==> config.mk <==
export PLATFORM = sky130hd
export DESIGN_NAME = a429_tx_top
export DESIGN_NICKNAME = d
export VERILOG_FILES = /design/src/rtl/a429_tx_pkg.sv /design/src/rtl/a429_tx_loader.sv /design/src/rtl/a429_tx_fifo.sv /design/src/rtl/a429_tx_serializer.sv /design/src/rtl/a429_tx_top.sv
export SDC_FILE = /design/constraint.sdc
export NUM_CORES = 1
export LEC_CHECK = 0
export BUFFER_PORTS_ARGS = -buffer_cell sky130_fd_sc_hd__buf_2
export CAP_MARGIN = 20
export CORE_ASPECT_RATIO = 2
export CORE_MARGIN = 3
export CORE_UTILIZATION = 58
export CTS_BUF_LIST = sky130_fd_sc_hd__clkbuf_4
export DETAILED_ROUTE_END_ITERATION = 6
export GPL_ROUTABILITY_DRIVEN = 0
export PLACE_DENSITY = 0.86
export SYNTH_ARGS = -nofsm -noshare
export SYNTH_HDL_FRONTEND = slang
export SYNTH_SLANG_ARGS = --single-unit
==> constraint.sdc <==
create_clock -name clk -period 4.03 [get_ports clk]
set_input_delay 1.209 -clock clk [delete_from_list [all_inputs] [get_ports clk]]
set_output_delay 1.209 -clock clk [all_outputs]
set_load 0.02 [all_outputs]
==> src/rtl/a429_tx_pkg.sv <==
// Shared types and helpers for the serial word transmitter.
// Assumes a 31-bit data word and a 32nd parity position.
package a429_tx_pkg;

    localparam int WORD_W = 31;

    typedef enum logic [1:0] {
        SER_IDLE,
        SER_DATA,
        SER_NULL,
        SER_GAP
    } ser_state_t;

    // Parity bit: odd total ones when even_sel=0, even total when 1.
    function automatic logic parity_bit(input logic [WORD_W-1:0] w, input logic even_sel);
        return even_sel ? (^w) : ~(^w);
    endfunction

endpackage

==> src/rtl/a429_tx_loader.sv <==
// Assembles a 31-bit word from two host strobes.
// Assumes strobes are single-cycle pulses and never coincide.
// The second strobe is accepted only while a first half is held.
module a429_tx_loader
    import a429_tx_pkg::*;
(
    input  logic              clk,
    input  logic              rst_n,
    input  logic [15:0]       bus_i,
    input  logic              ld_first_i,
    input  logic              ld_second_i,
    output logic              commit_o,
    output logic [WORD_W-1:0] word_o
);
    logic [7:0]        hold_lbl;
    logic [6:0]        hold_up;
    logic              armed;
    logic [WORD_W-1:0] asm_word;
    logic              par_slot_unused;

    assign par_slot_unused = bus_i[8];

    // Map the held first half and the live second half onto word bit order.
    always_comb begin
        asm_word = '0;
        for (int k = 0; k < 8; k++) asm_word[k] = hold_lbl[7-k];
        for (int j = 0; j < 5; j++) asm_word[8+j] = hold_up[2+j];
        asm_word[28:13] = bus_i;
        asm_word[29]    = hold_up[0];
        asm_word[30]    = hold_up[1];
    end

    // Hold the first half and issue a one-cycle commit on a valid second half.
    always_ff @(posedge clk) begin
        if (!rst_n) begin
            hold_lbl <= '0;
            hold_up  <= '0;
            armed    <= 1'b0;
            commit_o <= 1'b0;
            word_o   <= '0;
        end else begin
            commit_o <= 1'b0;
            if (ld_first_i) begin
                hold_lbl <= bus_i[7:0];
                hold_up  <= bus_i[15:9];
                armed    <= 1'b1;
            end else if (ld_second_i && armed) begin
                word_o   <= asm_word;
                commit_o <= 1'b1;
                armed    <= 1'b0;
            end
        end
    end
endmodule

==> src/rtl/a429_tx_fifo.sv <==
// Word queue with drop-on-full writes and a combinational head output.
// Assumes pop is asserted only when the consumer wants the head word.
module a429_tx_fifo #(
    parameter int W     = 31,
    parameter int DEPTH = 8
) (
    input  logic                       clk,
    input  logic                       rst_n,
    input  logic                       push_i,
    input  logic [W-1:0]               din_i,
    input  logic                       pop_i,
    output logic [W-1:0]               head_o,
    output logic                       empty_o,
    output logic [$clog2(DEPTH+1)-1:0] count_o
);
    localparam int AW = (DEPTH > 1) ? $clog2(DEPTH) : 1;
    localparam int CW = $clog2(DEPTH+1);

    logic [W-1:0]  mem [DEPTH];
    logic [AW-1:0] wr_ptr, rd_ptr;
    logic [CW-1:0] count;
    logic          acc_push, acc_pop;

    assign empty_o  = (count == '0);
    assign acc_push = push_i && (count != CW'(DEPTH));
    assign acc_pop  = pop_i && !empty_o;
    assign head_o   = mem[rd_ptr];
    assign count_o  = count;

    // Store an accepted word at the write pointer.
    always_ff @(posedge clk) begin
        if (acc_push) mem[wr_ptr] <= din_i;
    end

    // Advance pointers and track occupancy.
    always_ff @(posedge clk) begin
        if (!rst_n) begin
            wr_ptr <= '0;
            rd_ptr <= '0;
            count  <= '0;
        end else begin
            if (acc_push) wr_ptr <= (wr_ptr == AW'(DEPTH-1)) ? '0 : wr_ptr + 1'b1;
            if (acc_pop)  rd_ptr <= (rd_ptr == AW'(DEPTH-1)) ? '0 : rd_ptr + 1'b1;
            if (acc_push && !acc_pop)      count <= count + 1'b1;
            else if (!acc_push && acc_pop) count <= count - 1'b1;
        end
    end
endmodule

==> src/rtl/a429_tx_serializer.sv <==
// Sends 32 return-to-zero bits per word, least word bit first, then a gap.
// Assumes slow_sel is not changed while a word is in flight.
// Once a word starts it always runs to the end of its gap.
module a429_tx_serializer
    import a429_tx_pkg::*;
#(
    parameter int HS_DIV   = 10,
    parameter int LS_DIV   = 80,
    parameter int GAP_BITS = 4
) (
    input  logic              clk,
    input  logic              rst_n,
    input  logic              tx_en_i,
    input  logic              slow_i,
    input  logic              par_even_i,
    input  logic              empty_i,
    input  logic [WORD_W-1:0] head_i,
    output logic              pop_o,
    output logic              idle_o,
    output logic              hi_o,
    output logic              lo_o
);
    localparam int NBITS = WORD_W + 1;
    localparam int IW    = $clog2(NBITS);
    localparam int CW    = $clog2(GAP_BITS * LS_DIV + 1);

    ser_state_t      st;
    logic [CW-1:0]   cnt;
    logic [IW-1:0]   idx;
    logic [NBITS-1:0] sh;
    logic [CW-1:0]   half_last, gap_last;

    assign half_last = slow_i ? CW'(LS_DIV/2 - 1) : CW'(HS_DIV/2 - 1);
    assign gap_last  = slow_i ? CW'(GAP_BITS*LS_DIV - 1) : CW'(GAP_BITS*HS_DIV - 1);

    // Take the next word when idle or at the end of a gap.
    assign pop_o  = tx_en_i && !empty_i &&
                    ((st == SER_IDLE) || ((st == SER_GAP) && (cnt == gap_last)));
    assign idle_o = (st == SER_IDLE);
    assign hi_o   = (st == SER_DATA) && sh[0];
    assign lo_o   = (st == SER_DATA) && !sh[0];

    // Sequence driven halves, null halves and the word gap.
    always_ff @(posedge clk) begin
        if (!rst_n) begin
            st  <= SER_IDLE;
            cnt <= '0;
            idx <= '0;
            sh  <= '0;
        end else begin
            case (st)
                SER_IDLE: begin
                    if (pop_o) begin
                        st  <= SER_DATA;
                        cnt <= '0;
                        idx <= '0;
                        sh  <= {parity_bit(head_i, par_even_i), head_i};
                    end
                end
                SER_DATA: begin
                    if (cnt == half_last) begin
                        st  <= SER_NULL;
                        cnt <= '0;
                    end else begin
                        cnt <= cnt + 1'b1;
                    end
                end
                SER_NULL: begin
                    if (cnt == half_last) begin
                        cnt <= '0;
                        if (idx == IW'(NBITS-1)) begin
                            st <= SER_GAP;
                        end else begin
                            idx <= idx + 1'b1;
                            sh  <= sh >> 1;
                            st  <= SER_DATA;
                        end
                    end else begin
                        cnt <= cnt + 1'b1;
                    end
                end
                default: begin
                    if (cnt == gap_last) begin
                        cnt <= '0;
                        if (pop_o) begin
                            st  <= SER_DATA;
                            idx <= '0;
                            sh  <= {parity_bit(head_i, par_even_i), head_i};
                        end else begin
                            st <= SER_IDLE;
                        end
                    end else begin
                        cnt <= cnt + 1'b1;
                    end
                end
            endcase
        end
    end
endmodule

==> src/rtl/a429_tx_top.sv <==
// Transmitter top: host loader, word queue, serializer and loopback.
// Assumes a single clock domain and a synchronous active-low reset.
module a429_tx_top #(
    parameter int DEPTH    = 8,
    parameter int HS_DIV   = 10,
    parameter int LS_DIV   = 80,
    parameter int GAP_BITS = 4
) (
    input  logic        clk,
    input  logic        rst_n,
    input  logic [15:0] bus_data,
    input  logic        ld_lo,
    input  logic        ld_hi,
    input  logic        tx_en,
    input  logic        slow_sel,
    input  logic        par_even,
    input  logic        st_en,
    output logic        ready,
    output logic        line_hi,
    output logic        line_lo,
    output logic        loop1_hi,
    output logic        loop1_lo,
    output logic        loop2_hi,
    output logic        loop2_lo
);
    import a429_tx_pkg::*;

    logic                       commit;
    logic [WORD_W-1:0]          new_word;
    logic [WORD_W-1:0]          head;
    logic                       empty, deq, ser_idle;
    logic [$clog2(DEPTH+1)-1:0] fifo_cnt;

    a429_tx_loader u_loader (
        .clk         (clk),
        .rst_n       (rst_n),
        .bus_i       (bus_data),
        .ld_first_i  (ld_lo),
        .ld_second_i (ld_hi),
        .commit_o    (commit),
        .word_o      (new_word)
    );

    a429_tx_fifo #(.W(WORD_W), .DEPTH(DEPTH)) u_fifo (
        .clk     (clk),
        .rst_n   (rst_n),
        .push_i  (commit),
        .din_i   (new_word),
        .pop_i   (deq),
        .head_o  (head),
        .empty_o (empty),
        .count_o (fifo_cnt)
    );

    a429_tx_serializer #(.HS_DIV(HS_DIV), .LS_DIV(LS_DIV), .GAP_BITS(GAP_BITS)) u_ser (
        .clk        (clk),
        .rst_n      (rst_n),
        .tx_en_i    (tx_en),
        .slow_i     (slow_sel),
        .par_even_i (par_even),
        .empty_i    (empty),
        .head_i     (head),
        .pop_o      (deq),
        .idle_o     (ser_idle),
        .hi_o       (line_hi),
        .lo_o       (line_lo)
    );

    // Ready only when nothing is queued and nothing is in flight.
    assign ready    = empty && ser_idle;
    // Loopback: true pair to the first receiver, swapped pair to the second.
    assign loop1_hi = st_en && line_hi;
    assign loop1_lo = st_en && line_lo;
    assign loop2_hi = st_en && line_lo;
    assign loop2_lo = st_en && line_hi;
endmodule

# Yosys cells after proc, flatten, opt, wreduce, memory -nomap -nowiden
# Memory sizes are Yosys's and may differ from the RTL's. A register that Yosys moved wholly into a read port is not among the register bits.
# Cells that the tools add are included.
# word_totals
regBits	106
ramBits	248
wordCells	101
memories	1
# classes
n_addsub	6
n_eq_ne	13
muxes	35
n_bitwise	4
reduce_logical	30
# mem_list
memory	depth	width	rd	rd_ports_with_merged_regs	write_ports	line_no	rtl
u_fifo.mem	8	31	1	1	1	a429_tx_fifo.sv:19	logic [W-1:0] mem [DEPTH];
# ops
op	count
$mux W32	4
$pmux W32 S3	1
$mux W9	4
$reduce_xor A31 Y1	1
$mux W5	4
$eq A9 B9 Y1	2
$pmux W9 S2	1
$pmux W5 S3	1
$logic_and A1 B1 Y1	13
$mux W3	4
$mux W2	5
$add A9 B1 Y9 const B	1
$mux W4	2
$reduce_and A4 Y1	2
$mux W1	7
$add A3 B1 Y3 const B	2
$eq A3 B3 Y1 const B	2
$mux W6	1
$pmux W2 S3	1
$add A5 B1 Y5 const B	1
$eq A5 B5 Y1 const B	1
$add A4 B1 Y4 const B	1
$eq A2 B2 Y1 const B	2
$logic_not A1 Y1	4
14 further kinds	21

# Depth between registers and ports, before layout
# Gate-level depths: netlist (run 1).
# logic_depth
word_depth	9
mapped_depth	13
ltp_nobuf	12

# Hierarchy
# A second synthesis (run 1) with hierarchy kept.
# unflattened
hier_cells	929
area_unflattened_um2	14983.1
# modules_own_cells
module	n_inst	cells_each	area_per_inst_um2
a429_tx_fifo	1	431	10248.6
a429_tx_serializer	1	303	2825.2
a429_tx_loader	1	190	1875.5
a429_tx_top	1	5	33.8

# Least setup slack after synthesis (run 1)
# Ideal clock, no wire load.
# synth_path
path_kind	register -> register
startpoint	register u_fifo.count[0], in the netlist u_fifo.count_o[0]
endpoint	memory u_fifo.mem[0][0], enable pin
setup_ns	0.497
t_arrival_ns	3.717
setup_slack_ns	-0.184
stages_incl_launch_ff	5
path_cell_list	dfxtp_1 -> nor3_1 -> nand2_1 -> nand2_1 -> nor4_1
# synth_via
elab_chain_cells	4
# synth_lines
item	line_no	rtl
start: declaration	a429_tx_fifo.sv:21	logic [CW-1:0] count;
start signal: assignment	a429_tx_fifo.sv:44	if (acc_push && !acc_pop) count <= count + 1'b1;
start signal: assignment	a429_tx_fifo.sv:45	else if (!acc_push && acc_pop) count <= count - 1'b1;
$ne A4 B4 Y1	a429_tx_fifo.sv:25	assign acc_push = push_i && (count != CW'(DEPTH));
$logic_and A1 B1 Y1	a429_tx_fifo.sv:25	
$mux W1	a429_tx_fifo.sv:32	if (acc_push) mem[wr_ptr] <= din_i;
$mux W1 (not written as such)	a429_tx_fifo.sv:32	
end: declaration	a429_tx_fifo.sv:19	
# Every way passes these cells.

==> results.json, run 1 <==
{
  "outcome": "finished, final reports clean",
  "cts_tree": "built",
  "final_common_cell": "edfxtp_1",
  "clk_latency_ns": 0.73,
  "final_cell_mix": "edfxtp_1, nand2_1, dfxtp_1, clkbuf_4, mux2i_1",
  "die_y_um": 229,
  "finalMaxSlewViolations": 0,
  "rows": 81,
  "drt_wl_total_um": 30000,
  "synth-warning-count": 0,
  "max_freq_mhz": 293,
  "sw_frac_of_total_pct": 29.4,
  "cts_hold_buf": 0,
  "cts_setup_buffers": 0,
  "start_kind": "flop",
  "grt_pass1_vias": 9149,
  "yosys-top-cells-area": "edfxtp_1, dfxtp_1, mux2i_1",
  "fp.coreArea_um2": 24500,
  "relSlewSlack_pct": 43.0,
  "ios": 31,
  "htree_levels": 3,
  "vias_per_cell": 5.83,
  "critPathMostFrequentCell": "xnor3_1",
  "ys_ff_latch": 357,
  "path_cells": "mux4_1 -> mux2i_1 -> xnor2_1 -> xnor2_1 -> xnor3_1 -> xnor3_1 -> xnor3_1 -> o32ai_2",
  "fin_cells": 1453,
  "dp_cells": 1317,
  "finalHoldViolations": 0,
  "port_buffers": 30,
  "fin_crit_sh_pct": 84.5,
  "post-route-util_pct": 65.5,
  "fin_worst_skew_ns": 0.0691,
  "die_w_um": 118,
  "cts.sinks": 357,
  "max_cap_viol_count": 0,
  "combPwrFrac_pct": 25.8,
  "post-route-min-period_ns": 3.41,
  "clockBufferDepth": 3,
  "netlist_area_um2": 14500,
  "setup_viol": 0,
  "cp.buffers_inverters": 0,
  "syn_to_final_growth_pct": 11.0,
  "switching_power_w": 0.00275,
  "synth.top_cell.area_share_pct": 51.5,
  "critPathMaxStageDelay_ns": 0.65,
  "criticalPathCategory": "flop to flop",
  "cp_data_arrival_time_ns": 4.00,
  "cp.depth": 8,
  "synth.distinct_cells": 53,
  "synthArstFlopShare_pct": 0,
  "grt_max_degree": 76,
  "power.share.sequential_pct": 45.6,
  "ant_nets": 0,
  "path_max_fanout": 28,
  "synth-edff-count": 248,
  "die_area_um2": 27000,
  "clk_pin_slew_ns": 0.08,
  "worst_pin_slew_ns": 0.852,
  "timing.hold.ws_ns": 0.463,
  "dp_hpwl_um": 18400,
  "synth_largest_area_cell": "edfxtp_1",
  "grtUsageTotal_pct": 23.0,
  "powerDensity_nw_per_um2": 582,
  "overflow": 0,
  "clockRootBuffer": "clkbuf_4",
  "cts_buffers": 74,
  "rsz0062_at_grt": "no",
  "critical_path.top_delay_family": "XOR/XNOR gates",
  "nets": 1100,
  "hp-class": "flop to flop",
  "crit_required_ns": 4.62,
  "initial_core_util_pct": 59.0,
  "grt_pass1_wl_um": 48200,
  "route.detailed.drc": 0,
  "end_kind": "flop",
  "p_leak_nw": 5.66,
  "via_count": 8469,
  "antenna_found_initial": 1,
  "synthFlopType": "edfxtp_1",
  "r2r_cells": 8,
  "first_pass_iters": 6,
  "avgSynthCellArea_um2": 14.7,
  "tns_ns": 0,
  "wl_per_cell_um": 20.6,
  "synthesis.nets": 1022,
  "drt-initial-drc-count": 598,
  "cts-resized-gates": 0,
  "peakVddDrop_mv": 0.454,
  "synth_cells": 983,
  "holdPathStages": 2,
  "drive_gt1_share_pct": 20.2,
  "crit_slowest_cell": "dfxtp_4",
  "p_int_w": 0.00659,
  "clockPowerShare_pct": 28.6,
  "synth-seq-area-share_pct": 66.5
}
## final timing paths
check                  startpoint                 end  slack [ns]
max                          flop        u_ser.sh[31]        0.62
min reg2reg  u_loader.hold_lbl[1]  u_loader.word_o[6]        0.46
max reg2reg                  flop        u_ser.sh[31]        0.62
min          u_loader.hold_lbl[1]  u_loader.word_o[6]        0.46
## worst reg2reg max path, cell delays in order (launching register included)
cell and delay (ns):
dfxtp_4 0.65, mux4_1 0.63, mux2i_1 0.30, xnor2_1 0.20, xnor2_1 0.15, xnor3_1 0.43
xnor3_1 0.39, xnor3_1 0.29, o32ai_2 0.25
## cell usage after synthesis (2+ instances only)
cell	count
and2_1	5
and4_1	3
buf_4	3
nor4_1	3
o21ai_1	2
mux4_1	7
xor2_1	5
nor3_1	10
xnor2_1	29
ha_1	14
nand2b_1	3
edfxtp_1	248
and3_1	6
clkbuf_1	38
dfxtp_1	109
buf_1	3
nor2_1	18
a21oi_1	7
mux2i_1	79
nand3_1	5
nor3b_1	4
nand2_1	113
o211a_1	27
inv_1	9
buf_2	9
nor2b_1	30
o21ai_0	41
mux4_2	28
a22oi_1	27
or3_1	2
a21boi_0	38
o211ai_1	29
xnor3_1	3
buf_6	7
## per-layer routing
layer	up-vias	GRT usage [%]	routed length [um]
met1	4172	25.5	10800
met3	77	4.42	1820
met2	298	41.2	16000
met4	0	12.6	1280
li1	3922	-	-
met5	-	0	0
## layout make-up
class,count,area (um^2)
Sequential cell,357,9630
Fill cell,1731,8470
Multi-Input combinational cell,556,4560
Clock buffer,106,796
Timing Repair Buffer,63,448
Tap cell,332,415
Clock inverter,29,171
Inverter,9,33.8
Antenna cell,1,2.50
## stage by stage
stage | power [W] | worst slack (ns) | cell area, um^2
2_1_floorplan | 0.00613 | 0.483 | 14500
3_3_place_gp | 0.00669 | 0.432 | 15100
3_5_place_dp | 0.00675 | 0.326 | 15100
4_1_cts | 0.00942 | 0.565 | 16100
5_1_grt | 0.00978 | 0.459 | 16100
6_report | 0.00934 | 0.623 | 16100
## power groups by stage
stage / Clock, W / Sequential, W / Combinational (W)
floorplan: 0 / 0.00425 / 0.00188
global placement: 0 / 0.00432 / 0.00237
detailed placement: 0 / 0.00434 / 0.00242
CTS: 0.00273 / 0.00426 / 0.00244
global route: 0.00290 / 0.00428 / 0.00259
finish: 0.00268 / 0.00426 / 0.00241
## registers in the layout, summed over array words and instances, names as in the netlist, 4 cells and up, named ones only
name               cells
u_fifo.mem           248
u_ser.sh              32
u_ser.cnt              9
u_loader.word_o       31
u_loader.hold_lbl      8
u_ser.idx              5
u_loader.hold_up       7
u_fifo.count_o         4
## logic make-up after synthesis
group | synth area share (%)
compound gates | 9.25
xor+xnor | 2.52
fa+ha+maj | 1.35
buf+inv | 2.45
flops | 66.5
mux | 11.2
simple gates | 6.63
Note: power is estimated with default switching activity, not from simulation.
==> run 2: changes to the inputs <==
- ABC_AREA: default -> 1
- CORE_UTILIZATION: 58 -> 65
- PLACE_DENSITY: 0.86 -> 0.9
- clock period: 4.03 -> 3.15 ns (I/O delays scaled with it)
==> run 2 against run 1 <==
Clock-buffer cell count stayed put; clock power grew 26%; die area shrank 2.9%; combinational power rose to 2.5 times the previous value; clock skew is 0.048 ns lower; sequential share of layout area down 3.9 points; sequential power is 28% higher; critical endpoint is now u_fifo.count_o[3].
==> results.json, run 2 <==
{
  "outcome": "finished, final reports clean",
  "yosys-top-cells-count": "nand2_1, edfxtp_1, nor2_1, inv_1, o21ai_0",
  "clockBufferDepth": 3,
  "tns_ns": 0,
  "overflow": 0,
  "ant_nets": 0,
  "fin_cells": 2126,
  "regArea_um2": 9640,
  "max_freq_mhz": 338,
  "post-route-min-period_ns": 2.96,
  "final_cell_mix": "nand2_1, edfxtp_1, nor2_1, inv_1, o21ai_0",
  "die_area_um2": 26200,
  "nFillCells": 1461,
  "max_cap_viol_count": 0,
  "avgSynthCellArea_um2": 9.11,
  "via_count": 12700,
  "ys_ff_latch": 357,
  "largest_reg_flops": 248,
  "synth-seq-area-share_pct": 61.2,
  "wl_per_cell_um": 18.8,
  "hp-class": "flop to flop",
  "synth.distinct_cells": 40,
  "clk_latency_ns": 0.72,
  "synth_cells": 1727,
  "relSlewSlack_pct": 35.6,
  "synth-warning-count": 0,
  "synth-edff-count": 248,
  "drt-initial-drc-count": 1297,
  "synthArstFlopShare_pct": 0,
  "netlist_area_um2": 15700,
  "cp_data_arrival_time_ns": 3.56,
  "finalMaxSlewViolations": 0,
  "path_max_fanout": 6,
  "initial_core_util_pct": 66.9,
  "nets": 1825,
  "grt_max_degree": 88,
  "fin_worst_skew_ns": 0.0208,
  "multi_input_area_um2": 5100,
  "syn_to_final_growth_pct": 9.33,
  "route.detailed.drc": 0,
  "criticalPathCategory": "flop to flop",
  "grtUsageTotal_pct": 31.0,
  "drt_wl_total_um": 39900,
  "rows": 79,
  "vias_per_cell": 5.99,
  "port_buffers": 30,
  "dp_cells": 1996,
  "cts_buffers": 70,
  "worst_pin_slew_ns": 0.956,
  "drive_gt1_share_pct": 12.3,
  "ios": 31,
  "final_common_cell": "nand2_1",
  "dp_hpwl_um": 23800,
  "cts.sinks": 357,
  "start_kind": "flop",
  "regMostFlops": "u_fifo.mem",
  "clk_pin_slew_ns": 0.08,
  "clockRootBuffer": "clkbuf_4",
  "peakVddDrop_mv": 0.641,
  "finalHoldViolations": 0,
  "synth.top_cell.area_share_pct": 47.3,
  "largest_registers": "u_fifo.mem x248, u_ser.sh x32, u_loader.word_o x31",
  "finalPower_w": 0.0149,
  "die_y_um": 226,
  "powerDensity_nw_per_um2": 865,
  "synthFlopType": "edfxtp_1",
  "first_pass_iters": 6,
  "antenna_found_initial": 1,
  "synth.most_common_cell": "nand2_1",
  "rsz0062_at_grt": "no",
  "grt_pass1_vias": 12800,
  "die_w_um": 116,
  "timing.hold.ws_ns": 0.455,
  "htree_levels": 3,
  "cts_hold_buf": 0,
  "grt_pass1_wl_um": 62500,
  "cts_tree": "built",
  "yosys-top-cells-area": "edfxtp_1, dfxtp_1, nand2_1",
  "synthesis.nets": 1766,
  "end_kind": "flop",
  "p_leak_nw": 7.28,
  "synth_largest_area_cell": "edfxtp_1",
  "setup_viol": 0,
  "fp.coreArea_um2": 23500,
  "fin_crit_sh_pct": 94.1,
  "crit_required_ns": 3.75
}
## run 2: where the power goes
part / internal [W] / switching [W]
sequential: 0.00524 / 0.000209
combinational: 0.00182 / 0.00424
clock: 0.00171 / 0.00166
total: 0.00877 / 0.00610
## run 2: per-stage QoR
step	setup slack (ns)	utilization, %	instance area [um^2]
final	0.187	73.1	17200
after global routing	0.00657	73.1	17200
after CTS	0.0192	72.9	17100
after detailed placement	-0.245	68.9	16200
after global placement	-0.106	68.9	16200
after floorplan	0.0554	-	15700
## run 2: cell families after synthesis
logic type                 count (synthesis)  share of synthesized area, %
buffers and inverters                    246                          6.98
and+or+nand+nor                          844                          21.3
adders and majority gates                 15                          1.24
DFF                                      357                          61.2
xor gates and xnor gates                   8                         0.445
AOI/OAI and AO/OA                        257                          8.77
## run 2: path summary, 6_finish.rpt
check                                           from  depth (start not counted)  slack [ns]              endpoint
worst max-delay path                    u_ser.cnt[0]                         18        0.19     u_fifo.count_o[3]
worst min register to register  u_loader.hold_lbl[2]                          2        0.46  u_loader.hold_lbl[2]
worst max register to register          u_ser.cnt[0]                         18        0.19     u_fifo.count_o[3]
worst min-delay path            u_loader.hold_lbl[2]                          2        0.46  u_loader.hold_lbl[2]
## run 2: metal layers
layer	GRT usage (%)	up-vias	wire length, um
met5	0	-	0
met4	21.9	0	2690
met3	5.85	196	3740
met2	54.0	845	20700
met1	33.0	5842	12800
li1	-	5852	-
## run 2: worst max-delay path: stages, from the launching register on
cell,delay (ns)
dfxtp_4,0.38
ha_1,0.19
nand2_2,0.08
nor3_2,0.19
o2111ai_2,0.15
nor2_2,0.18
inv_2,0.06
a21oi_4,0.14
inv_2,0.06
ha_1,0.21
inv_2,0.10
ha_1,0.23
and3_1,0.21
a211oi_2,0.26
nor2_1,0.07
nor2_1,0.09
nand2_1,0.09
o21ai_2,0.13
a21oi_1,0.06
## run 2: what timing repair did
item / in CTS / in global routing
setup buffers: 0 / 1
resized for setup: 0 / 13
endpoints found under the setup margin: 0 / 2
## run 2: area by class of cell
class	count	share of cell area (%)
Clock buffer	106	4.63
Tap cell	283	2.06
Inverter	160	3.54
Antenna cell	1	0.0145
Timing Repair Buffer	73	3.26
Clock inverter	22	0.808
Sequential cell	357	56.1
Multi-Input combinational cell	1124	29.6
